**src/rtl/nbm_pkg.sv**
```systemverilog
// Shared constants and types for the nibble-written bank mapper.
// Assumes a 16-bit CPU address space and 1 KB character banks.
package nbm_pkg;
    localparam int CHR_REGS   = 8;
    localparam int NIB        = 4;
    localparam int CHR_BW     = 2 * NIB;
    localparam int PPU_OFS_W  = 10;
    localparam int CHR_SEL_W  = $clog2(CHR_REGS);
    localparam logic [15:0] DEC_MASK = 16'hF0CF;

    typedef enum logic [1:0] {
        MIR_VERT   = 2'd0,
        MIR_HORZ   = 2'd1,
        MIR_ONE_LO = 2'd2,
        MIR_ONE_HI = 2'd3
    } mir_mode_t;

    typedef enum logic [2:0] {
        SUB_NONE,
        SUB_EVEN_LO,
        SUB_EVEN_HI,
        SUB_ODD_LO,
        SUB_ODD_HI
    } sub_sel_t;

    // Maps the low 12 bits of a masked address to a character sub-register.
    function automatic sub_sel_t classify_ofs(input logic [11:0] ofs);
        case (ofs)
            12'h000:                   return SUB_EVEN_LO;
            12'h002, 12'h040:          return SUB_EVEN_HI;
            12'h001, 12'h004, 12'h080: return SUB_ODD_LO;
            12'h003, 12'h006, 12'h0C0: return SUB_ODD_HI;
            default:                   return SUB_NONE;
        endcase
    endfunction
endpackage

```
**src/rtl/nbm_wr_decode.sv**
```systemverilog
// Write decoder: turns one strobed CPU write into at most one register
// enable. Assumes the address is stable while cpu_we is high; only bits
// kept by DEC_MASK take part in the match.
module nbm_wr_decode
    import nbm_pkg::*;
(
    input  logic                clk,
    input  logic                rst_n,
    input  logic                cpu_we,
    input  logic [15:0]         cpu_addr,
    output logic [CHR_REGS-1:0] chr_lo_we,
    output logic [CHR_REGS-1:0] chr_hi_we,
    output logic                prg_a_we,
    output logic                prg_b_we,
    output logic                swap_we,
    output logic                mir_we
);
    logic [15:0] masked;
    sub_sel_t    sel;
    int          pair;

    assign masked = cpu_addr & DEC_MASK;
    assign sel    = classify_ofs(masked[11:0]);

    // Select the single target register for the current write.
    always_comb begin
        chr_lo_we = '0;
        chr_hi_we = '0;
        prg_a_we  = 1'b0;
        prg_b_we  = 1'b0;
        swap_we   = 1'b0;
        mir_we    = 1'b0;
        pair      = int'(masked[15:12]) - 11;
        if (cpu_we) begin
            case (masked[15:12])
                4'h8: prg_a_we = (masked[11:0] == 12'h000);
                4'h9: begin
                    mir_we  = (masked[11:0] == 12'h000);
                    swap_we = (masked[11:0] == 12'h002) || (masked[11:0] == 12'h080);
                end
                4'hA: prg_b_we = (masked[11:0] == 12'h000);
                4'hB, 4'hC, 4'hD, 4'hE: begin
                    chr_lo_we[2*pair]     = (sel == SUB_EVEN_LO);
                    chr_hi_we[2*pair]     = (sel == SUB_EVEN_HI);
                    chr_lo_we[2*pair + 1] = (sel == SUB_ODD_LO);
                    chr_hi_we[2*pair + 1] = (sel == SUB_ODD_HI);
                end
                default: ;
            endcase
        end
    end

    // a write reaches at most one register.
    a_r3_single_target: assert property (@(posedge clk) disable iff (!rst_n)
        $onehot0({chr_lo_we, chr_hi_we, prg_a_we, prg_b_we, swap_we, mir_we}));

    // no enable without the strobe.
    a_r5_no_strobe_no_write: assert property (@(posedge clk) disable iff (!rst_n)
        !cpu_we |-> ({chr_lo_we, chr_hi_we, prg_a_we, prg_b_we, swap_we, mir_we} == '0));
endmodule

```
**src/rtl/nbm_chr_banks.sv**
```systemverilog
// Eight character bank registers, each loaded one nibble at a time, plus
// the read mux that picks the bank for the current PPU 1 KB slot.
// Assumes at most one of lo_we/hi_we is set per register in a cycle.
module nbm_chr_banks
    import nbm_pkg::*;
(
    input  logic                 clk,
    input  logic                 rst_n,
    input  logic [CHR_REGS-1:0]  lo_we,
    input  logic [CHR_REGS-1:0]  hi_we,
    input  logic [NIB-1:0]       nib,
    input  logic [CHR_SEL_W-1:0] slot,
    output logic [CHR_BW-1:0]    bank
);
    logic [CHR_REGS-1:0][CHR_BW-1:0] bank_q;

    for (genvar k = 0; k < CHR_REGS; k++) begin : g_reg
        // Hold one bank register; reset to its own index.
        always_ff @(posedge clk) begin
            if (!rst_n)
                bank_q[k] <= CHR_BW'(k);
            else if (lo_we[k])
                bank_q[k][NIB-1:0] <= nib;
            else if (hi_we[k])
                bank_q[k][CHR_BW-1:NIB] <= nib;
        end

        // reset value equals the register index.
        a_r1_chr_reset: assert property (@(posedge clk) disable iff (!rst_n)
            $past(!rst_n) |-> (bank_q[k] == CHR_BW'(k)));

        // a low-nibble write keeps the high nibble.
        a_r2_keep_high: assert property (@(posedge clk) disable iff (!rst_n)
            lo_we[k] |=> $stable(bank_q[k][CHR_BW-1:NIB]));

        // a high-nibble write keeps the low nibble.
        a_r3_keep_low: assert property (@(posedge clk) disable iff (!rst_n)
            hi_we[k] |=> $stable(bank_q[k][NIB-1:0]));

        // an untargeted register holds.
        a_r5_idle_hold: assert property (@(posedge clk) disable iff (!rst_n)
            !(lo_we[k] || hi_we[k]) |=> $stable(bank_q[k]));
    end

    assign bank = bank_q[slot];
endmodule

```
**src/rtl/nbm_prg_map.sv**
```systemverilog
// Program bank registers, swap flag and window mapper. Assumes
// PRG_BANKS >= 4; stored banks are reduced modulo PRG_BANKS.
module nbm_prg_map #(
    parameter int PRG_BANKS = 16,
    localparam int PRG_BW   = $clog2(PRG_BANKS)
) (
    input  logic              clk,
    input  logic              rst_n,
    input  logic              prg_a_we,
    input  logic              prg_b_we,
    input  logic              swap_we,
    input  logic [7:0]        wdata,
    input  logic [1:0]        cpu_win,
    output logic [PRG_BW-1:0] prg_bank
);
    localparam logic [PRG_BW-1:0] LAST_BANK = PRG_BW'(PRG_BANKS - 1);
    localparam logic [PRG_BW-1:0] NEXT_LAST = PRG_BW'(PRG_BANKS - 2);

    logic [PRG_BW-1:0] bank_a_q, bank_b_q;
    logic              swap_q;
    logic [PRG_BW-1:0] win_bank [4];
    logic [PRG_BW-1:0] wbank;

    assign wbank = PRG_BW'(wdata % PRG_BANKS);

    // Hold the two switchable banks and the swap flag.
    always_ff @(posedge clk) begin
        if (!rst_n) begin
            bank_a_q <= '0;
            bank_b_q <= PRG_BW'(1);
            swap_q   <= 1'b0;
        end else begin
            if (prg_a_we) bank_a_q <= wbank;
            if (prg_b_we) bank_b_q <= wbank;
            if (swap_we)  swap_q   <= wdata[1];
        end
    end

    // Work out the bank behind each of the four 8 KB CPU windows.
    always_comb begin
        win_bank[0] = swap_q ? NEXT_LAST : bank_a_q;
        win_bank[1] = bank_b_q;
        win_bank[2] = swap_q ? bank_a_q : NEXT_LAST;
        win_bank[3] = LAST_BANK;
    end

    assign prg_bank = win_bank[cpu_win];

    // the swap flag takes data bit 1 of its write.
    a_r8_swap_load: assert property (@(posedge clk) disable iff (!rst_n)
        swap_we |=> (swap_q == $past(wdata[1])));

    // second-to-last bank always sits in the 0x8000 or 0xC000 window.
    a_r10_fixed_pair: assert property (@(posedge clk) disable iff (!rst_n)
        (win_bank[0] == NEXT_LAST) || (win_bank[2] == NEXT_LAST));

    // stored banks never exceed the bank count.
    a_r11_bank_range: assert property (@(posedge clk) disable iff (!rst_n)
        (int'(bank_a_q) < PRG_BANKS) && (int'(bank_b_q) < PRG_BANKS));
endmodule

```
**src/rtl/nbm_mapper.sv**
```systemverilog
// Top of the nibble-written bank mapper: write decode, character bank
// file, program mapper and the mirroring register with the nametable
// page-select. Writes are captured on one clock edge while cpu_we is high.
module nbm_mapper
    import nbm_pkg::*;
#(
    parameter int PRG_BANKS = 16,
    localparam int PRG_BW   = $clog2(PRG_BANKS),
    localparam int CHR_AW   = CHR_BW + PPU_OFS_W
) (
    input  logic              clk,
    input  logic              rst_n,
    input  logic              cpu_we,
    input  logic [15:0]       cpu_addr,
    input  logic [7:0]        cpu_data,
    input  logic [12:0]       ppu_addr,
    output logic [PRG_BW-1:0] prg_bank,
    output logic [CHR_AW-1:0] chr_addr,
    output logic              nt_page
);
    logic [CHR_REGS-1:0] chr_lo_we, chr_hi_we;
    logic                prg_a_we, prg_b_we, swap_we, mir_we;
    logic [CHR_BW-1:0]   chr_bank;
    mir_mode_t           mir_q;

    nbm_wr_decode u_dec (
        .clk       (clk),
        .rst_n     (rst_n),
        .cpu_we    (cpu_we),
        .cpu_addr  (cpu_addr),
        .chr_lo_we (chr_lo_we),
        .chr_hi_we (chr_hi_we),
        .prg_a_we  (prg_a_we),
        .prg_b_we  (prg_b_we),
        .swap_we   (swap_we),
        .mir_we    (mir_we)
    );

    nbm_chr_banks u_chr (
        .clk   (clk),
        .rst_n (rst_n),
        .lo_we (chr_lo_we),
        .hi_we (chr_hi_we),
        .nib   (cpu_data[NIB-1:0]),
        .slot  (ppu_addr[PPU_OFS_W +: CHR_SEL_W]),
        .bank  (chr_bank)
    );

    nbm_prg_map #(.PRG_BANKS(PRG_BANKS)) u_prg (
        .clk      (clk),
        .rst_n    (rst_n),
        .prg_a_we (prg_a_we),
        .prg_b_we (prg_b_we),
        .swap_we  (swap_we),
        .wdata    (cpu_data),
        .cpu_win  (cpu_addr[14:13]),
        .prg_bank (prg_bank)
    );

    assign chr_addr = {chr_bank, ppu_addr[PPU_OFS_W-1:0]};

    // Hold the mirroring mode.
    always_ff @(posedge clk) begin
        if (!rst_n)
            mir_q <= MIR_VERT;
        else if (mir_we)
            mir_q <= mir_mode_t'(cpu_data[1:0]);
    end

    // Derive the nametable page from the mode and PPU A11/A10.
    always_comb begin
        case (mir_q)
            MIR_VERT:   nt_page = ppu_addr[10];
            MIR_HORZ:   nt_page = ppu_addr[11];
            MIR_ONE_LO: nt_page = 1'b0;
            default:    nt_page = 1'b1;
        endcase
    end

    // the mode follows data[1:0] of its write.
    a_r7_mode_load: assert property (@(posedge clk) disable iff (!rst_n)
        mir_we |=> (mir_q == mir_mode_t'($past(cpu_data[1:0]))));

    // single-screen modes give a fixed page whatever the PPU address.
    a_r7_single_page: assert property (@(posedge clk) disable iff (!rst_n)
        (mir_q == MIR_ONE_LO || mir_q == MIR_ONE_HI) |-> (nt_page == mir_q[0]));
endmodule

```
**config.mk**
```make
export PLATFORM = sky130hd
export DESIGN_NAME = nbm_mapper
export DESIGN_NICKNAME = d
export VERILOG_FILES = /design/src/rtl/nbm_pkg.sv /design/src/rtl/nbm_wr_decode.sv /design/src/rtl/nbm_chr_banks.sv /design/src/rtl/nbm_prg_map.sv /design/src/rtl/nbm_mapper.sv
export SDC_FILE = /design/constraint.sdc
export NUM_CORES = 1
export LEC_CHECK = 0
export ABC_AREA = 1
export CAP_MARGIN = 10
export CORE_MARGIN = 2
export CORE_UTILIZATION = 35
export CTS_BUF_LIST = sky130_fd_sc_hd__clkbuf_8 sky130_fd_sc_hd__clkbuf_16
export DETAILED_ROUTE_END_ITERATION = 8
export DONT_BUFFER_PORTS = 1
export PLACE_DENSITY = 0.55
export SETUP_SLACK_MARGIN = 0.1
export SLEW_MARGIN = 20
export SYNTH_ARGS = -nofsm -noshare
export SYNTH_HDL_FRONTEND = slang
export SYNTH_SLANG_ARGS = --single-unit
```
**constraint.sdc**
```tcl
create_clock -name clk -period 3 [get_ports clk]
set_input_delay 0.45 -clock clk [delete_from_list [all_inputs] [get_ports clk]]
set_output_delay 0.45 -clock clk [all_outputs]
set_load 0.02 [all_outputs]
```
==> results of run 1 <==
-- logic make-up after synthesis --
group / share of synthesized area (%)
and+or+nand+nor: 35.60
AOI/OAI and AO/OA: 15.79
buffers and inverters: 10.78
DFF: 37.61
xor gates and xnor gates: 0.2194
-- power groups by stage --
| stage | Combinational (mW) | Sequential [mW] | Clock (mW) |
|---|---|---|---|
| floorplan | 0.175 | 1.02 | 0 |
| global placement | 0.153 | 1.02 | 0 |
| detailed placement | 0.155 | 1.02 | 0 |
| CTS | 0.155 | 0.998 | 1.07 |
| global route | 0.173 | 0.998 | 1.12 |
| finish | 0.155 | 0.998 | 1.05 |
-- placed cells by master (no fill, tap or decap), types with 6 or more instances in the layout --
cell type,instances
a21oi_2,6
o22ai_1,12
o211ai_1,6
nor2_1,119
nand3_1,68
nand2_2,7
dfxtp_1,75
o21ai_0,43
clkbuf_16,9
inv_1,33
nand2_1,110
a21oi_1,36
-- state kept, by name, indices dropped and copies added (netlist names) --
signal and flops:
mir_q 2, u_prg.swap_q 1, u_prg.bank_a_q 4, u_prg.bank_b_q 4, u_chr.bank_q 64
-- cell type report --
class | count | area, µm²
Sequential cell | 75 | 1501
Inverter | 42 | 158.9
Multi-Input combinational cell | 436 | 2061
Tap cell | 143 | 178.9
Clock inverter | 4 | 43.79
Timing Repair Buffer | 3 | 35.03
Fill cell | 1195 | 7054
Clock buffer | 10 | 239.0
-- per-stage QoR --
stage,power [mW],setup WS [ns],utilization [%],hold WS (ns)
floorplan,1.195,1.254,-,0.4235
global placement,1.173,0.9352,34.91,0.4392
detailed placement,1.175,0.9242,34.91,0.4471
CTS,2.223,0.9328,37.42,0.2021
global route,2.285,0.7913,37.42,0.2066
finish,2.205,0.9151,37.42,0.2169
-- worst min-delay path by stage --
stage                 startpoint           endpoint  cells past startpoint  slack (ns)
4_1_cts                    rst_n  u_prg.bank_b_q[0]                      1        0.20
6_report                   rst_n  u_prg.bank_b_q[0]                      1        0.22
2_1_floorplan    u_chr.bank_q[8]    u_chr.bank_q[8]                      2        0.42
5_1_grt                    rst_n  u_prg.bank_b_q[0]                      1        0.21
3_5_place_dp   u_prg.bank_b_q[0]  u_prg.bank_b_q[0]                      2        0.45
3_3_place_gp    u_chr.bank_q[40]   u_chr.bank_q[40]                      2        0.44
-- critical path, cell delays in order --
cell	delay (ns)
inv_1	0.42
buf_12	0.23
a21oi_1	0.07
o21ai_0	0.11
nand3_1	0.13
o21a_1	0.20
-- metal layers --
metal  vias to the layer above  track usage, %  part of all wire (%)
met5                         -               0                     0
met4                         0           6.500                   1.6
met3                        12           3.116                   5.1
met2                        93           28.71                    48
met1                      1697           23.67                    46
li1                       1876               -                     -
==> results by group, run 1 <==
Status
  • Run status: completed

Floorplanning
  • Row count: 39
  • Die Width: 110.8 µm
  • Die Area: 0.01228 mm²
  • Die height: 110.8 µm
  • Core area: 0.01127 mm²
  • Starting Density: 35.42%
  • Number of I/O pins: 63

Yosys
  • Sequential-to-total area share from yosys stat: 37.61%
  • Top FF cell, synth: dfxtp_1
  • Post-synthesis net count: 638
  • Most frequent cells after synthesis: nor2_1, nand2_1, dfxtp_1
  • Syn_area_per_cell: 6.677 µm²
  • Distinct cells, synth: 32
  • Most frequent cell after synthesis: nor2_1
  • Cells after Synth: 598
  • Ys async rst share: 0%
  • Post-synth EDFFs: 0
  • Top cell type by total area after synthesis: dfxtp_1
  • Area contributors post-synth: dfxtp_1, nor2_1, nand2_1, nand3_1, o21ai_0
  • Top-area cell type share of the netlist area: 37.61%
  • Synth Cell Area: 0.003993 mm²
  • Synth Warn #: 0
  • Synthesis-stage register bit count: 75

Placed design
  • Area after DPL: 0.003935 mm²
  • IO buf count: 0
  • Placed cells: 699
  • Placer congestion estimate: 0.7950
  • Final HPWL DP: 6.840 mm

Layout
  • Final nets: 607
  • Design area: 0.004218 mm²
  • Layout Cells excl Fill: 713
  • Area delta synth->final: 5.641%
  • Antenna Diode Count: 0
  • Layout cells sized above 1: 8.421%

Setup path
  • Startpoint of the worst setup timing path: ppu_addr[10]
  • Critical Path End Type: output port
  • WP data arrival: 1.63 ns
  • Crit start category: input pin
  • Setup slack on the worst flop-to-flop path: 2.37 ns
  • Crit Path Class: input pin to output port
  • Worst path required time: 2.55 ns
  • FF-to-FF End: u_chr.bank_q[37]
  • Critical Path End: chr_addr[14]
  • R2R depth: 4
  • RR Startpoint: u_chr.bank_q[37]
  • Critical path fanouts, max: 25

Power
  • Clock power share: 47.7%
  • Power Density: 522.8 mW/mm²
  • Sequential share of power: 45.3%
  • Internal Power: 1.695 mW
  • Maximum vdd drop: 0.2652 mV
  • Switching power: 510.4 µW
  • Switching Fraction: 23.15%
  • Static leakage: 1.803 nW
  • Logic pwr share: 7.0%

Clocking
  • Clock insertion delay at the later pin of the skew report: 0.33 ns
  • Post-CTS resize count: 0
  • CTS Buf Count: 9
  • Number of hold buffers added after CTS: 0
  • TritonCTS clock tree: done
  • Post-CTS Setup Inserts: 0
  • H-tree depth: 3
  • Root Driver: clkbuf_16
  • Reg clk slew, reported paths: 0.06 ns
  • Clock Path Buffers: 2
  • Clk sinks: 75

STA
  • RSZ-0062 raised after global routing: no
  • Min Tclk post-route: 2.085 ns
  • Slew Limit Fails: 0
  • Final Cycle Share: 69.50%
  • Setup TNS: 0 ns
  • Worst slew pin tran: 0.6420 ns
  • Worst slew margin: 57.10%
  • Skew final: 0 ns
  • Final setup viols: 0
  • Achievable Freq: 479.6 MHz
  • Final hold vios: 0

Routing
  • DRC viols: 0
  • Vias: 3,678
  • First-pass iteration count of the detailed router: 5
  • Via density: 5.158
  • Antenna Nets Post-Route: 0
  • Drt total wl: 10.69 mm
  • Initial drt markers: 252
  • WL per Instance: 14.99 µm

Global route
  • Vias in the first global route: 3,458
  • Total GRT Usage: 17.71%
  • Largest net degree at the start of global routing: 71
  • First-pass GRT wire length: 17.55 mm
  • Initial antenna violation count: 0
  • Total global routing overflow: 0

Min path
  • Worst hold-check path type: input pin to flop

Job
  • Max-cap check violation count: 0
(Power assumes the default switching activity.)
==> run 2: changes to the inputs <==
==> constraint.sdc (replaced) <==
create_clock -name clk -period 2.16 [get_ports clk]
set_input_delay 0.324 -clock clk [delete_from_list [all_inputs] [get_ports clk]]
set_output_delay 0.324 -clock clk [all_outputs]
set_load 0.02 [all_outputs]
==> run 2 against run 1 <==
- count of clock-buffer cells in the layout unchanged
- sequential share of layout area down 0.17 points
- global-route usage is 0.44 points lower
- hold slack lost 0.13 ns
- critical path type unchanged
- critical endpoint is now chr_addr[10]
- largest cell class unchanged
==> results by group, run 2 (synthesis results as in run 1) <==
Layout
  • Final nets: 608 (+0.16%)
  • Largest register FFs: 64 (unchanged)
  • Layout cells sized above 1: 8.901% (+0.48 points)
  • Regs by FF count: u_chr.bank_q: 64 flops, u_prg.bank_a_q: 4 flops, u_prg.bank_b_q: 4 flops
  • Commonest non-fill, non-tap cells in the layout: nor2_1, nand2_1, dfxtp_1
  • Most common cell after layout, fill and taps aside: nor2_1
  • Area delta synth->final: 6.142%
  • Biggest register: u_chr.bank_q
  • Antenna Diode Count: 0 (unchanged)
  • Layout Cells excl Fill: 716 (+0.42%)

Global route
  • Initial antenna violation count: 0 (unchanged)
  • Total GRT Usage: 17.27% (-0.44 points)
  • Total global routing overflow: 0 (unchanged)
  • Largest net degree at the start of global routing: 71 (unchanged)
  • First-pass GRT wire length: 17.24 mm (-1.8%)
  • Vias in the first global route: 3,418 (-1.2%)

Clocking
  • Root Driver: clkbuf_16
  • TritonCTS clock tree: done
  • Clock insertion delay at the later pin of the skew report: 0.33 ns (about the same)
  • Reg clk slew, reported paths: 0.06 ns (about the same)
  • Post-CTS resize count: 0 (unchanged)
  • Clk sinks: 75 (unchanged)
  • Clock Path Buffers: 2 (unchanged)
  • Number of hold buffers added after CTS: 0 (unchanged)
  • CTS Buf Count: 9 (unchanged)
  • H-tree depth: 3 (unchanged)
  • Post-CTS Setup Inserts: 0 (unchanged)

Power
  • Power Density: 729.1 mW/mm² (+39%)
  • Static leakage: 1.813 nW (+0.53%)
  • Maximum vdd drop: 0.3880 mV (+46%)
  • Total power: 3.090 mW (+40%)

Routing
  • Via density: 5.144 (-0.28%)
  • Drt total wl: 10.44 mm (-2.3%)
  • Vias: 3,683 (+0.14%)
  • WL per Instance: 14.58 µm (-2.7%)
  • First-pass iteration count of the detailed router: 5 (unchanged)
  • Initial drt markers: 267 (+6.0%)
  • Antenna Nets Post-Route: 0 (unchanged)
  • DRC viols: 0 (unchanged)

Min path
  • Worst Hold Path Cells: 1 (unchanged)
  • Worst hold endpoint: u_prg.bank_b_q[0]
  • Beginning of the worst hold path: rst_n
  • Worst hold-check path type: input pin to flop

Placed design
  • Placer congestion estimate: 0.8018 (+0.86%)
  • Placed cells: 700 (+0.14%)
  • Post-placement worst setup slack: 0.4629 ns (-0.4614 ns)
  • IO buf count: 0 (unchanged)
  • Final HPWL DP: 6.630 mm (-3.1%)

STA
  • Setup TNS: 0 ns (unchanged)
  • Worst slew margin: 59.22% (+2.1 points)
  • Achievable Freq: 574.5 MHz
  • Skew final: 0 ns (unchanged)
  • Final hold vios: 0 (unchanged)
  • Setup WS post-layout: 0.4194 ns (-0.4957 ns)
  • Final setup viols: 0 (unchanged)
  • Slew Limit Fails: 0 (unchanged)
  • RSZ-0062 raised after global routing: no
  • Final Cycle Share: 80.58%
  • Worst slew pin tran: 0.6102 ns (-0.03180 ns)
  • Min Tclk post-route: 1.741 ns

Floorplanning
  • Row count: 39 (unchanged)
  • Core area: 0.01127 mm² (unchanged)
  • Die height: 110.8 µm (unchanged)
  • Die Width: 110.8 µm (unchanged)
  • Die Area: 0.01228 mm² (unchanged)
  • Starting Density: 35.42% (unchanged)
  • Number of I/O pins: 63 (unchanged)

Setup path
  • WP data arrival: 1.42 ns (-0.21 ns)
  • CP max stage delay: 0.38 ns (-0.04 ns)
  • RR Startpoint: u_chr.bank_q[53]
  • Crit start category: input pin
  • Critical path, cell by cell: inv_1, o21ai_0, o22ai_1, nand2_1, nand2_1
  • FF-to-FF End: u_chr.bank_q[53]
  • R2R depth: 4 (unchanged)
  • CP max-delay cell: inv_1
  • CP bufs+invs: 1 (-1)
  • Crit Path Class: input pin to output port
  • Cell mode on critical path: nand2_1
  • Critical Path End Type: output port
  • Setup slack on the worst flop-to-flop path: 1.52 ns (-0.85 ns)
  • Critical path fanouts, max: 18 (-28%)
  • Top Family by Delay on Critical Path: compound AO/OA/AOI/OAI gates
  • Worst path required time: 1.84 ns (-0.71 ns)

Job
  • Max-cap check violation count: 0 (unchanged)

Status
  • Run status: completed
==> run 2: cell count changes in the layout (fill, tap and decap cells not counted), sizes merged <==
cell      change
buf           +1
clkinv        +1
clkinvlp      +1
==> run 2: layer usage <==
| layer | up-vias | GRT usage, % | share of wire (%) |
|---|---|---|---|
| li1 | 1879 | - | - |
| met1 | 1698 | 22.78 | 47 |
| met2 | 96 | 28.63 | 47 |
| met3 | 10 | 3.991 | 5.1 |
| met4 | 0 | 4.333 | 1.0 |
| met5 | - | 0 | 0 |
==> run 2: layout make-up <==
cell class | instances | area, µm²
Clock buffer | 10 | 239.0
Clock inverter | 6 | 56.30
Fill cell | 1194 | 7034
Inverter | 42 | 158.9
Multi-Input combinational cell | 436 | 2061
Sequential cell | 75 | 1501
Tap cell | 143 | 178.9
Timing Repair Buffer | 4 | 42.54
==> run 2: report_power, final <==
part | switching, mW | leakage (nW) | internal [mW]
registers | 0.000919 | 0.604 | 1.39
clock network | 0.574 | 0.149 | 0.915
logic | 0.150 | 1.06 | 0.0644
total | 0.725 | 1.81 | 2.36
==> run 2: worst max-delay path by stage <==
stage                               to    startpoint  depth (start not counted)
after floorplan           chr_addr[15]  ppu_addr[11]                          6
final                     chr_addr[10]  ppu_addr[11]                          5
after global placement    chr_addr[10]  ppu_addr[11]                          5
after detailed placement  chr_addr[10]  ppu_addr[11]                          5
after CTS                 chr_addr[10]  ppu_addr[11]                          5
after global routing      chr_addr[10]  ppu_addr[11]                          5
==> run 2: metrics by stage <==
step | area (µm²) | utilization (%) | hold slack (ns)
final | 4238 | 37.60 | 0.08272
after global routing | 4238 | 37.60 | 0.07588
after CTS | 4238 | 37.60 | 0.07642
after detailed placement | 3943 | 34.98 | 0.4208
after global placement | 3943 | 34.98 | 0.4185
after floorplan | 3993 | - | 0.4235
